===== src/rtl/timer_pkg.sv =====
package timer_pkg;
    localparam int WORD_W = 3;
    localparam logic [WORD_W-1:0] RIX_LOAD  = 3'd0;
    localparam logic [WORD_W-1:0] RIX_VALUE = 3'd1;
    localparam logic [WORD_W-1:0] RIX_CTRL  = 3'd2;
    localparam logic [WORD_W-1:0] RIX_ACK   = 3'd3;

    typedef struct packed {
        logic single;  // bit 4
        logic reload;  // bit 3
        logic ie;      // bit 2
        logic wide;    // bit 1
        logic run;     // bit 0
    } ctl_t;

    localparam int CTL_W = $bits(ctl_t);

    typedef enum logic [1:0] {
        ST_OFF  = 2'd0,
        ST_RUN  = 2'd1,
        ST_DONE = 2'd2
    } tstate_e;
endpackage


===== src/rtl/timer_decode.sv =====
module timer_decode
    import timer_pkg::*;
#(
    parameter int N_TIMERS = 2,
    parameter int ADDR_W   = 6
) (
    input  logic                           wr_en,
    input  logic [ADDR_W-1:0]              addr,
    output logic [N_TIMERS-1:0]            wr_load,
    output logic [N_TIMERS-1:0]            wr_value,
    output logic [N_TIMERS-1:0]            wr_ctrl,
    output logic [N_TIMERS-1:0]            wr_ack,
    output logic                           aligned,
    output logic [ADDR_W-WORD_W-3:0]       bank,
    output logic [WORD_W-1:0]              word
);
    localparam int BANK_LSB = WORD_W + 2;
    localparam int BANK_W   = ADDR_W - BANK_LSB;

    assign aligned = (addr[1:0] == 2'b00);
    assign word    = addr[BANK_LSB-1:2];
    assign bank    = addr[ADDR_W-1:BANK_LSB];

    for (genvar i = 0; i < N_TIMERS; i++) begin : g_strobe
        logic hit;
        assign hit         = wr_en && aligned && (bank == BANK_W'(i));
        assign wr_load[i]  = hit && (word == RIX_LOAD);
        assign wr_value[i] = hit && (word == RIX_VALUE);
        assign wr_ctrl[i]  = hit && (word == RIX_CTRL);
        assign wr_ack[i]   = hit && (word == RIX_ACK);
    end
endmodule


===== src/rtl/timer_core.sv =====
module timer_core
    import timer_pkg::*;
#(
    parameter int DATA_W = 32
) (
    input  logic              clk,
    input  logic              rst_n,
    input  logic              tick,
    input  logic              wr_load,
    input  logic              wr_value,
    input  logic              wr_ctrl,
    input  logic              wr_ack,
    input  logic [DATA_W-1:0] wdata,
    output logic [DATA_W-1:0] load_o,
    output logic [DATA_W-1:0] count_o,
    output ctl_t              ctl_o,
    output tstate_e           state_o,
    output logic              irq_o
);
    localparam int HALF = DATA_W / 2;

    logic [DATA_W-1:0] load_q, cnt_q, cnt_dec;
    ctl_t              ctl_q;
    tstate_e           st_q, st_d;
    logic              pend_q;
    logic              sw_wr, step, at_one, at_zero, expire;

    always_comb begin
        sw_wr   = wr_load || wr_value;
        step    = tick && (st_q == ST_RUN) && !sw_wr;
        at_one  = ctl_q.wide ? (cnt_q == DATA_W'(1)) : (cnt_q[HALF-1:0] == HALF'(1));
        at_zero = ctl_q.wide ? (cnt_q == '0) : (cnt_q[HALF-1:0] == '0);
        cnt_dec = ctl_q.wide ? (cnt_q - DATA_W'(1))
                             : {cnt_q[DATA_W-1:HALF], cnt_q[HALF-1:0] - HALF'(1)};
        expire  = step && at_one;
    end

    // next-state logic
    always_comb begin
        st_d = st_q;
        unique case (st_q)
            ST_OFF:  if (wr_ctrl && wdata[0]) st_d = ST_RUN;              // start
            ST_RUN: begin
                if (wr_ctrl) st_d = wdata[0] ? ST_RUN : ST_OFF;            // stop
                else if (expire && ctl_q.single) st_d = ST_DONE;           // finish
            end
            ST_DONE: begin
                if (wr_ctrl) st_d = wdata[0] ? ST_RUN : ST_OFF;            // rearm / stop
                else if (sw_wr && ctl_q.run) st_d = ST_RUN;                // rearm
            end
            default: st_d = ST_OFF;
        endcase
    end

    // state register
    always_ff @(posedge clk or negedge rst_n) begin
        if (!rst_n) st_q <= ST_OFF;
        else        st_q <= st_d;
    end

    // registers and count datapath
    always_ff @(posedge clk or negedge rst_n) begin
        if (!rst_n) begin
            load_q <= '0;
            cnt_q  <= '0;
            ctl_q  <= '0;
            pend_q <= 1'b0;
        end else begin
            if (wr_load) load_q <= wdata;
            if (wr_ctrl) ctl_q  <= ctl_t'(wdata[CTL_W-1:0]);
            if (sw_wr) begin
                cnt_q <= wdata;
            end else if (step) begin
                if (at_zero && ctl_q.reload && !ctl_q.single) cnt_q <= load_q;
                else                                         cnt_q <= cnt_dec;
            end
            if (expire)                 pend_q <= 1'b1;
            else if (wr_ack && wdata[0]) pend_q <= 1'b0;
        end
    end

    // outputs
    always_comb begin
        load_o  = load_q;
        count_o = cnt_q;
        ctl_o   = ctl_q;
        state_o = st_q;
        irq_o   = pend_q && ctl_q.ie;
    end
endmodule


===== src/rtl/dual_down_timer.sv =====
module dual_down_timer
    import timer_pkg::*;
#(
    parameter int DATA_W   = 32,
    parameter int N_TIMERS = 2,
    parameter int ADDR_W   = 6
) (
    input  logic                clk,
    input  logic                rst_n,
    input  logic [N_TIMERS-1:0] tick,
    input  logic                wr_en,
    input  logic [ADDR_W-1:0]   addr,
    input  logic [DATA_W-1:0]   wdata,
    output logic [DATA_W-1:0]   rdata,
    output logic [N_TIMERS-1:0] irq
);
    localparam int BANK_W = ADDR_W - WORD_W - 2;

    logic [N_TIMERS-1:0] wr_load, wr_value, wr_ctrl, wr_ack, bank_wr;
    logic                aligned;
    logic [BANK_W-1:0]   bank;
    logic [WORD_W-1:0]   word;
    logic [DATA_W-1:0]   cnt_w [N_TIMERS];
    logic [DATA_W-1:0]   ld_w  [N_TIMERS];
    ctl_t                ctl_w [N_TIMERS];
    tstate_e             st_w  [N_TIMERS];

    timer_decode #(.N_TIMERS(N_TIMERS), .ADDR_W(ADDR_W)) u_dec (
        .wr_en(wr_en), .addr(addr),
        .wr_load(wr_load), .wr_value(wr_value), .wr_ctrl(wr_ctrl), .wr_ack(wr_ack),
        .aligned(aligned), .bank(bank), .word(word)
    );

    assign bank_wr = wr_load | wr_value | wr_ctrl | wr_ack;

    for (genvar i = 0; i < N_TIMERS; i++) begin : g_tmr
        timer_core #(.DATA_W(DATA_W)) u_core (
            .clk(clk), .rst_n(rst_n), .tick(tick[i]),
            .wr_load(wr_load[i]), .wr_value(wr_value[i]),
            .wr_ctrl(wr_ctrl[i]), .wr_ack(wr_ack[i]), .wdata(wdata),
            .load_o(ld_w[i]), .count_o(cnt_w[i]), .ctl_o(ctl_w[i]),
            .state_o(st_w[i]), .irq_o(irq[i])
        );
    end

    always_comb begin
        rdata = '0;
        for (int i = 0; i < N_TIMERS; i++) begin
            if (aligned && bank == BANK_W'(i)) begin
                case (word)
                    RIX_LOAD:  rdata = ld_w[i];
                    RIX_VALUE: rdata = cnt_w[i];
                    RIX_CTRL:  rdata = DATA_W'(ctl_w[i]);
                    default:   rdata = '0;
                endcase
            end
        end
    end
endmodule


===== config.mk =====
export PLATFORM = sky130hd
export DESIGN_NAME = dual_down_timer
export DESIGN_NICKNAME = d
export VERILOG_FILES = /design/src/rtl/timer_pkg.sv /design/src/rtl/timer_decode.sv /design/src/rtl/timer_core.sv /design/src/rtl/dual_down_timer.sv
export SDC_FILE = /design/constraint.sdc
export NUM_CORES = 1
export LEC_CHECK = 0
export BUFFER_PORTS_ARGS = -buffer_cell sky130_fd_sc_hd__buf_2
export CAP_MARGIN = 20
export CORE_MARGIN = 1.5
export CORE_UTILIZATION = 65
export CTS_CLUSTER_SIZE = 16
export DETAILED_ROUTE_END_ITERATION = 10
export PLACE_DENSITY = 0.91
export SETUP_SLACK_MARGIN = 0.1
export SYNTH_ARGS = -nofsm -noshare
export SYNTH_HDL_FRONTEND = slang
export SYNTH_SLANG_ARGS = --single-unit

===== constraint.sdc =====
create_clock -name clk -period 5.8 [get_ports clk]
set_input_delay 0.29 -clock clk [delete_from_list [all_inputs] [get_ports clk]]
set_output_delay 0.29 -clock clk [all_outputs]
set_load 0.02 [all_outputs]

### Yosys cells after proc, flatten, opt, wreduce, memory -nomap -nowiden

Index checks and enable logic that the tools add are counted.
W data, S select, Z words.

* flip-flop bits (word level): 144
* input port bits: 43
* output and inout bits: 34
* word-level logic and storage cells: 132

* add/sub/neg operators: 4
* eq/ne operators: 17
* muxes and demuxes: 33
* bitwise logic cells: 1
* reductions and logical operators: 57

Operators by type and width (count)
* $mux W32: 10
* $pmux W32 S3: 2
* $eq A32 B1 Y1 const B: 2
* $logic_not A32 Y1: 2
* $sub A32 B1 Y32 const B: 2
* $logic_and A1 B1 Y1: 33
* $eq A16 B1 Y1 const B: 2
* $logic_not A16 Y1: 2
* $sub A16 B1 Y16 const B: 2
* $mux W2: 10
* $pmux W2 S3: 2
* $mux W1: 9
* $reduce_bool A2 Y1: 4
* $eq A3 B2 Y1 const B: 2
* $logic_not A2 Y1: 3
* $ne A3 B1 Y1 const B: 2
* $ne A3 B2 Y1 const B: 2
* $reduce_and A3 Y1: 2
* $reduce_bool A3 Y1: 2
* $eq A2 B1 Y1 const B: 2
* $eq A2 B2 Y1 const B: 2
* $logic_not A1 Y1: 4
* $ne A2 B1 Y1 const B: 2
* $reduce_and A2 Y1: 2
* 4 further kinds: 5

### Longest topological paths before layout

Gate-level depths: netlist (run 1).

* depth after elaboration: 12
* gate-level depth with buffers: 11
* depth with buffers taken out: 8

### Cells and area by module

From an unflattened synthesis (run 1), not the netlist that was laid out.

* cell total of the unflattened synthesis: 930
* area, all modules: 9147.5 µm²

By module, submodules not included
* timer_core at g_tmr[0].u_core: instances 1, cells an instance 397, area an instance 4015.1 µm², sequential area each 1801.7 µm²
* timer_core at g_tmr[1].u_core: instances 1, cells an instance 395, area an instance 3923.8 µm², sequential area each 1801.7 µm²
* dual_down_timer: instances 1, cells an instance 121, area an instance 1082.3 µm², sequential area each 0.0 µm²
* timer_decode: instances 1, cells an instance 17, area an instance 126.4 µm², sequential area each 0.0 µm²

### Worst setup path before layout (run 1)

OpenSTA, ideal clock, no wires.

* path type: input-to-output
* from: input addr[2]
* to: output rdata[10]
* arrival time: 2.020 ns
* required time: 5.510 ns
* setup slack: 3.490 ns
* cell stages on the path: 6
* buffers on the path: 3
* cell sequence: clkbuf_1 a2111o_1 or2_2 clkbuf_1 clkbuf_1 o22ai_1

* longest elaborated chain between the ends: 4
* elaborated cells between the ends (all ways): 7
* classes of those cells: 2 x eq/ne; 4 x mux; 1 x reduce/logical

RTL lines
* from (decl): RTL line dual_down_timer.sv:12 `input logic [ADDR_W-1:0] addr,`
* $eq A3 B2 Y1, or another cell as far along: RTL line dual_down_timer.sv:50 `case (word)`
* $pmux W32 S3: RTL line dual_down_timer.sv:50
* $mux W32: RTL line dual_down_timer.sv:49 `if (aligned && bank == BANK_W'(i)) begin`
* $mux W32 *: RTL line dual_down_timer.sv:49
* to (decl): RTL line dual_down_timer.sv:14 `output logic [DATA_W-1:0] rdata,`

Every way passes the cells marked *; elsewhere a longest branch is shown, timed or not.

### Worst setup path in the final report (run 1)

* from: register g_tmr[1].u_core.cnt_q[0]
* to: register g_tmr[1].u_core.cnt_q[23]

* longest elaborated chain between the ends: 7
* elaborated cells between the ends (all ways): 12
* classes of those cells: 1 x add/sub; 5 x mux; 6 x reduce/logical

RTL lines
* from (decl): RTL line timer_core.sv:22 `logic [DATA_W-1:0] load_q, cnt_q, cnt_dec;`
* from (signal assigned): RTL line timer_core.sv:72 `cnt_q <= wdata;`
* from (signal assigned): RTL line timer_core.sv:74 `if (at_zero && ctl_q.reload && !ctl_q.single) cnt_q <= load_q;`
* from (signal assigned): RTL line timer_core.sv:75 `else cnt_q <= cnt_dec;`
* parallel branches: the longest is 7 deep, another holds $sub A32 B1 Y32

Several ways; the timed one is not identified. The select of a mux whose other input is x is not followed.
A chain may end at the register's enable or synchronous reset.

==> metrics.txt, run 1 <==
ANT cells 0; wire per inst 24.6 microns; Mapped Avg Cell Area 9.18 sq um; worst hold-check path type input port to register; Post-Syn Nets 1,043; Max Cap Violations 0; Seq/Total Area, Yosys 39.4%; PostCTS Resize Cnt 0; FF+latch count, synth 144; leakage 4.24 nW; CP required 6.12 ns; Max-slew headroom 32.4%; Final Wtd Congestion 0.946; Yosys warning total 0; result of the run finished clean; min Tclk post-route 3.29 ns; Post-Syn Instances 996; # fillers 1,030; Synth Cell Area 9140 sq um; CTS sink count 144; Final #Nets 1,071; clock buffer count from CTS 17; GRT Resource Usage Total 41.8%; maximum clock frequency 304 MHz; largest net degree at the start of global routing 80; kind of start point of the critical path register; period utilization 56.6%; total grt overflow 0; Die X-Extent 122 microns; most frequent cells in the layout 144 x dfrtp_1, 76 x nor2_1, 76 x buf_2; Setup CP Type register to register; final core occ 73.0%; worst path arrival time 3.60 ns; most common cell after layout, fill and taps aside dfrtp_1; worst slew pin tran 1.01 ns; Hold EP g_tmr[1].u_core.count_o[6]; initial drt markers 1,541; CP endpoint kind register; Post-synth EDFFs 0; initial antenna violation count 0; port buffer count 76; Die Area 14,800 sq um; final count of negative-setup-slack endpoints 0; peak supply drop 273 uV; hold slack 0.129 ns; clk buf depth 2; Root Driver clkbuf_16; hold path depth 3; # rows 43; r2r startpoint g_tmr[1].u_core.count_o[0]; clk slew on worst S/H paths 0.06 ns; HPWL after DPL 19.9 mm; CTS tree done; Synth Flop Type dfrtp_1; H-tree levels 4; P per Cell Area 355 nW/um^2; layout cells sized above 1 18.1%; Reg2Reg Setup Slack 2.51 ns; Die Y-Extent 122 microns; crit-path max FO 16; antenna-violating nets left 0; DRT Pass-1 Iters 7; fin area 10,100 sq um; worst-skew pair later-pin latency 0.44 ns; P&R area growth vs syn 10.5%; # DRC 0; Final Hold Viols 0; num ports 77; core box area 13,800 sq um; Routed Wire Length 30.0 mm; vias in the first global route 8,386; share of flip-flops with an asynchronous set or reset 100%; cells on worst reg2reg path 8; setup TNS 0 ns; placed cell areas 9490 sq um; Pins Over Slew Limit 0; global-route wire length before repair 46.9 mm; initial cell density of the core 66.1%; routed vias 9,178; Vias/cell 7.54; Netlist cell types 81; R2R Path End g_tmr[1].u_core.count_o[23]; unrepaired setup endpoints after global routing no; clock skew 0.00860 ns; Worst Hold Launch wdata[6]
## kinds of logic after synthesis
| group | count (synthesis) | synth area share [%] |
|---|---|---|
| flops | 144 | 39.4 |
| mux | 75 | 9.06 |
| fa+ha+maj | 4 | 0.548 |
| buf+inv | 92 | 4.46 |
| simple gates | 326 | 19.6 |
| compound gates | 335 | 25.0 |
| xor+xnor | 20 | 1.92 |
## report_power, final
part / internal (W) / switching [W]
Sequential: 0.00123 / 0.000380
Clock: 0.000676 / 0.000451
Combinational: 0.000372 / 0.000472
Total: 0.00228 / 0.00130
## routing by layer
layer / GRT usage, % / vias up / wire, microns
met5: 0 / - / 0
met4: 22.9 / 0 / 1650
met3: 8.24 / 125 / 3430
met2: 63.1 / 741 / 13500
met1: 56.7 / 4423 / 11400
li1: - / 3889 / -
## worst max-delay path, cell delays in order (launching register included)
cell     delay [ns]
dfrtp_1        0.44
inv_1          0.11
ha_1           0.27
nor3b_1        0.52
nand2_1        0.22
and2b_2        0.50
a21oi_1        0.39
a221o_1        0.44
a32o_1         0.27
## sequential cells by signal, indices dropped and copies added, names as in the netlist
| register | count |
|---|---|
| g_tmr.u_core.count_o | 64 |
| g_tmr.u_core.state_o | 4 |
| g_tmr.u_core.ctl_o | 10 |
| g_tmr.u_core.pend_q | 2 |
| g_tmr.u_core.load_o | 64 |
## area by class of cell
class                   count  area (sq um)  share of cell area [%]
repair buffers             88           477                    4.72
flip-flops and latches    144          3600                    35.7
inverters                  13          48.8                   0.483
clock buffers              19           433                    4.29
well taps                 180           225                    2.23
multi-input cells         760          5150                    51.0
clock inverters            13           164                    1.62
## cell usage after synthesis (all sizes together) (7+ instances only)
master / count / area share [%]
nand2: 65 / 2.8
o211ai: 11 / 0.96
or3: 14 / 0.96
a211oi: 18 / 1.5
clkbuf: 48 / 2.0
buf: 31 / 1.9
o22ai: 32 / 2.2
mux2: 62 / 7.6
a31oi: 17 / 1.2
o31ai: 12 / 0.99
a22o: 16 / 1.5
nand3b: 7 / 0.58
a22oi: 58 / 4.8
mux2i: 13 / 1.4
nor3: 40 / 2.5
xor2: 11 / 1.1
a21oi: 56 / 3.1
nand2b: 9 / 0.62
xnor2: 9 / 0.86
inv: 13 / 0.53
o41ai: 7 / 0.75
or4: 12 / 1.1
o21ai: 57 / 3.2
nor2: 77 / 3.2
dfrtp: 144 / 39
nor4: 26 / 2.4
and3: 15 / 1.0
nand3: 30 / 1.8
a221oi: 7 / 0.67
## repair_timing
item / 4_1_cts / 5_1_grt
hold buffers: 1 / 0
setup buffers: 0 / 0
hold endpoints to repair: 78 / 0
## worst max-delay path by stage
stage                                      from                           to  slack (ns)  cells after the start
detailed placement  g_tmr[1].u_core.count_o[20]  g_tmr[1].u_core.count_o[23]        2.67                      6
global route         g_tmr[1].u_core.count_o[0]  g_tmr[1].u_core.count_o[23]        2.33                      8
floorplan                               addr[2]                    rdata[10]        3.49                      6
finish               g_tmr[1].u_core.count_o[0]  g_tmr[1].u_core.count_o[23]        2.51                      8
CTS                  g_tmr[1].u_core.count_o[0]  g_tmr[1].u_core.count_o[23]        2.64                      8
global placement    g_tmr[1].u_core.count_o[20]  g_tmr[1].u_core.count_o[23]        2.81                      6
## metrics by stage
step | std cells | power (W) | setup WS [ns]
6_report | 1217 | 0.00358 | 2.51
5_1_grt | 1217 | 0.00374 | 2.33
4_1_cts | 1216 | 0.00355 | 2.64
3_5_place_dp | 1183 | 0.00241 | 2.67
3_3_place_gp | 1183 | 0.00238 | 2.81
2_1_floorplan | 996 | 0.00215 | 3.49
(Power assumes the default switching activity.)
==> run 2, diff against run 1 <==
- CORE_UTILIZATION: 65 -> 55
- PLACE_DENSITY: 0.91 -> 0.82
- clock period: 5.8 -> 2.8 ns (I/O delays scaled with it)
==> metrics.txt, run 2 (synthesis results as in run 1) <==
result of the run finished clean; global-route wire length before repair 48.3 mm; final count of negative-setup-slack endpoints 0; most frequent cells in the layout 144 x dfrtp_1, 76 x nor2_1, 75 x buf_2; Final Hold Viols 0; vias in the first global route 8,685; worst-skew pair later-pin latency 0.43 ns; postcts setup bufs 0; Die Y-Extent 132 microns; HPWL after DPL 21.5 mm; Layout Cells excl Fill 1,294; clk buf depth 2; Max-slew headroom 46.4%; ANT cells 0; Final #Nets 1,113; min Tclk post-route 2.58 ns; layout cells sized above 1 21.2%; core box area 16,100 sq um; kind of start point of the critical path register; crit-path max FO 7; Reg2Reg Setup Slack 0.22 ns; routed vias 9,133; r2r startpoint g_tmr[0].u_core.count_o[0]; GR Layer Usage met1 48.2%; worst slew pin tran 0.801 ns; # rows 46; largest net degree at the start of global routing 73; grt peak-use layer met2; Multi-input gate area 5160 sq um; critical path depth 8; worst path arrival time 2.89 ns; Vias/cell 7.06; Worst Hold Launch wdata[18]; GRT Resource Usage Total 35.3%; Die X-Extent 132 microns; placed cells 1,259; hold path depth 3; R2R Path End g_tmr[0].u_core.count_o[24]; Pins Over Slew Limit 0; wire per inst 23.6 microns; clock skew 0.00715 ns; final core occ 65.4%; met3 usage 7.11%; clk slew on worst S/H paths 0.06 ns; cells along the critical path inv_1 -> ha_1 -> nor3b_1 -> nand3_1 -> or2_2 -> o311ai_0 -> nand2_1 -> a221o_1; kind of cell adding the most delay to the critical path simple AND/OR/NAND/NOR gates; slowest stage cell, crit path dfrtp_1; antenna-violating nets left 0; peak supply drop 545 uV; WP buf/inv 1; clock buffer count from CTS 17; period utilization 92.2%; initial drt markers 1,442; initial cell density of the core 56.9%; unrepaired setup endpoints after global routing yes; Root Driver clkbuf_16; P&R area growth vs syn 14.9%; cells on worst reg2reg path 8; CP endpoint kind register; most common cell after layout, fill and taps aside dfrtp_1; Routed Wire Length 30.5 mm; H-tree levels 4; maximum clock frequency 387 MHz; Final Wtd Congestion 1.02; DRT Pass-1 Iters 6; worst hold-check path type input port to register; GR Layer Usage met2 54.9%; # fillers 1,281; Hold EP g_tmr[1].u_core.count_o[18]; initial antenna violation count 0; Register Area 3600 sq um; P per Cell Area 711 nW/um^2; Setup CP Type register to register; Final Power 0.00746 W; Max Cap Violations 0; CP required 3.11 ns; # DRC 0; CTS tree done; Die Area 17,400 sq um; setup TNS 0 ns; leakage 4.45 nW; CTS sink count 144; num ports 77; port buffer count 76; total grt overflow 0; Max stage delay on crit path 0.45 ns
[run 2: final cells by class]
cell class              instances  share of cell area (%)
inverters                      13                   0.465
well taps                     216                    2.57
clock inverters                13                    1.33
repair buffers                130                    8.11
clock buffers                  18                    4.09
multi-input cells             760                    49.1
flip-flops and latches        144                    34.3
[run 2: repair_timing]
item / 4_1_cts / 5_1_grt
hold buffers: 4 / 0
endpoints found under the setup margin: 0 / 9
endpoints found under the hold margin: 73 / 0
gates resized for setup: 0 / 2
[run 2: worst min-delay path, stage by stage]
cell,delay [ns]
buf_2,0.14
nand2_1,0.06
o21ai_1,0.05
[run 2: power by group]
| part | internal, W | total, W | switching [W] | leakage, nW |
|---|---|---|---|---|
| Sequential | 0.00255 | 0.00328 | 0.000735 | 1.83 |
| Clock | 0.00131 | 0.00224 | 0.000932 | 0.269 |
| Combinational | 0.000877 | 0.00194 | 0.00106 | 2.35 |
[run 2: routing by layer]
metal,part of all wire [%],vias up,wire length (microns)
li1,-,3971,-
met1,40,4413,12200
met2,45,651,13800
met3,10,98,3190
met4,4.3,0,1320
met5,0,-,0
[run 2: worst max-delay path by stage]
stage,to,startpoint
6_report,g_tmr[0].u_core.count_o[24],g_tmr[0].u_core.count_o[0]
5_1_grt,g_tmr[0].u_core.count_o[24],g_tmr[0].u_core.count_o[0]
4_1_cts,g_tmr[0].u_core.count_o[24],g_tmr[0].u_core.count_o[0]
3_5_place_dp,g_tmr[0].u_core.count_o[24],g_tmr[0].u_core.count_o[0]
3_3_place_gp,g_tmr[0].u_core.count_o[24],g_tmr[0].u_core.count_o[0]
2_1_floorplan,g_tmr[1].u_core.count_o[23],g_tmr[1].u_core.count_o[0]
[run 2: metrics by stage]
step / setup slack, ns / hold WS [ns] / instance area (sq um)
5_1_grt: 0.0888 / 0.00805 / 10500
6_report: 0.218 / 0.0126 / 10500
2_1_floorplan: 0.499 / -0.156 / 9140
3_3_place_gp: 0.349 / 0.206 / 9880
4_1_cts: 0.252 / 0.00673 / 10500
3_5_place_dp: 0.305 / 0.210 / 9880
==> run 3, diff against run 2 <==
- HOLD_SLACK_MARGIN: unset -> 0.06
==> metrics.txt, run 3 (synthesis results as in run 1) <==
Sw Pwr 0.00274 W; Root Driver clkbuf_16; clock buffer count from CTS 17; crit-path max FO 7; clk slew on worst S/H paths 0.06 ns; peak supply drop 545 uV; initial drt markers 1,333; sw frac 36.5%; kind of start point of the critical path register; worst hold-check path type input port to register; routed vias 9,220; global-route wire length before repair 48.8 mm; core box area 16,100 sq um; layout cells sized above 1 20.8%; final count of negative-setup-slack endpoints 0; P per Cell Area 699 nW/um^2; Routed Wire Length 30.8 mm; # rows 46; min Tclk post-route 2.59 ns; worst path arrival time 2.90 ns; GR Layer Usage met1 48.3%; CTS sink count 144; Die X-Extent 132 microns; antenna-violating nets left 0; wire per inst 23.4 microns; Clock Power Share 30.0%; Die Y-Extent 132 microns; total grt overflow 0; CTS tree done; Final Hold Viols 0; postcts setup bufs 0; worst-skew pair later-pin latency 0.43 ns; met3 usage 7.15%; Vias/cell 7.00; Final #Nets 1,136; DRT Pass-1 Iters 6; Layout Cells excl Fill 1,317; maximum clock frequency 386 MHz; Final Wtd Congestion 1.02; port buffer count 76; most frequent cells in the layout 144 x dfrtp_1, 76 x nor2_1, 75 x buf_2; Max-slew headroom 44.5%; largest net degree at the start of global routing 73; Die Area 17,400 sq um; Pins Over Slew Limit 0; leakage 4.55 nW; setup TNS 0 ns; combinational cell fraction of total power 26.2%; placed cells 1,259; most common cell after layout, fill and taps aside dfrtp_1; P&R area growth vs syn 17.4%; clk buf depth 2; CP endpoint kind register; P_int 0.00476 W; CP required 3.11 ns; ANT cells 0; worst slew pin tran 0.832 ns; period utilization 92.6%; GR Layer Usage met2 55.2%; Flop pwr share 43.8%; unrepaired setup endpoints after global routing yes; GRT Resource Usage Total 35.6%; Setup CP Type register to register; result of the run finished clean; grt peak-use layer met2; # DRC 0; clock skew 0.00788 ns; initial cell density of the core 56.9%; initial antenna violation count 0; num ports 77; Max Cap Violations 0; H-tree levels 4; vias in the first global route 8,818; HPWL after DPL 21.5 mm
-- run 3: changes by cell type in the layout (fill, tap and decap cells not counted) --
cell	previous run	this run
dlygate4sd3_1	4	27
-- run 3: path summary, 6_finish.rpt --
check	slack [ns]	to	cells past startpoint	from
worst max-delay path	0.21	g_tmr[0].u_core.count_o[24]	8	g_tmr[0].u_core.count_o[0]
worst min-delay path	0.07	g_tmr[0].u_core.load_o[3]	2	wdata[3]
worst max register to register	0.21	g_tmr[0].u_core.count_o[24]	8	g_tmr[0].u_core.count_o[0]
worst min register to register	0.51	g_tmr[1].u_core.pend_q	2	g_tmr[1].u_core.pend_q
max in group asynchronous	1.69	g_tmr[0].u_core.count_o[28]	3	rst_n
min in group asynchronous	0.31	g_tmr[1].u_core.count_o[20]	2	rst_n
-- run 3: metal layers --
layer  up-vias  wire length (microns)
met5         -                      0
met4         0                   1400
met3       103                   3190
met2       640                  13800
met1      4452                  12400
li1       4025                      -
-- run 3: power groups by stage --
stage	combinational, W	clock, W	sequential [W]
2_1_floorplan	0.00145	0	0.00300
3_3_place_gp	0.00184	0	0.00325
3_5_place_dp	0.00188	0	0.00328
4_1_cts	0.00193	0.00225	0.00325
5_1_grt	0.00215	0.00233	0.00335
6_report	0.00196	0.00224	0.00329
-- run 3: final cells by class --
cell class / count / area [sq um]
well taps: 216 / 270
fillers: 1258 / 5330
clock inverters: 13 / 140
inverters: 13 / 48.8
flip-flops and latches: 144 / 3600
multi-input cells: 760 / 5160
repair buffers: 153 / 1080
clock buffers: 18 / 429
-- run 3: timing repair --
action,CTS,global route
endpoints found under the hold margin,151,0
hold buffers,27,0
endpoints found under the setup margin,0,9
resized for setup,0,2
-- run 3: critical path, stage by stage, from the launching register on --
cell and delay [ns]:
dfrtp_1 0.45, inv_1 0.10, ha_1 0.21, nor3b_1 0.34, nand3_1 0.21, or2_2 0.34, o311ai_0 0.38, nand2_1 0.12
a221o_1 0.32
-- run 3: metrics by stage --
stage | hold WS, ns | utilization (%) | power [W] | setup slack [ns] | area, sq um
after global placement | 0.206 | 61.5 | 0.00508 | 0.349 | 9880
after CTS | 0.0605 | 66.8 | 0.00742 | 0.252 | 10700
final | 0.0708 | 66.8 | 0.00750 | 0.208 | 10700
after global routing | 0.0676 | 66.8 | 0.00783 | 0.0888 | 10700
after detailed placement | 0.210 | 61.5 | 0.00516 | 0.305 | 9880
after floorplan | -0.156 | - | 0.00445 | 0.499 | 9140
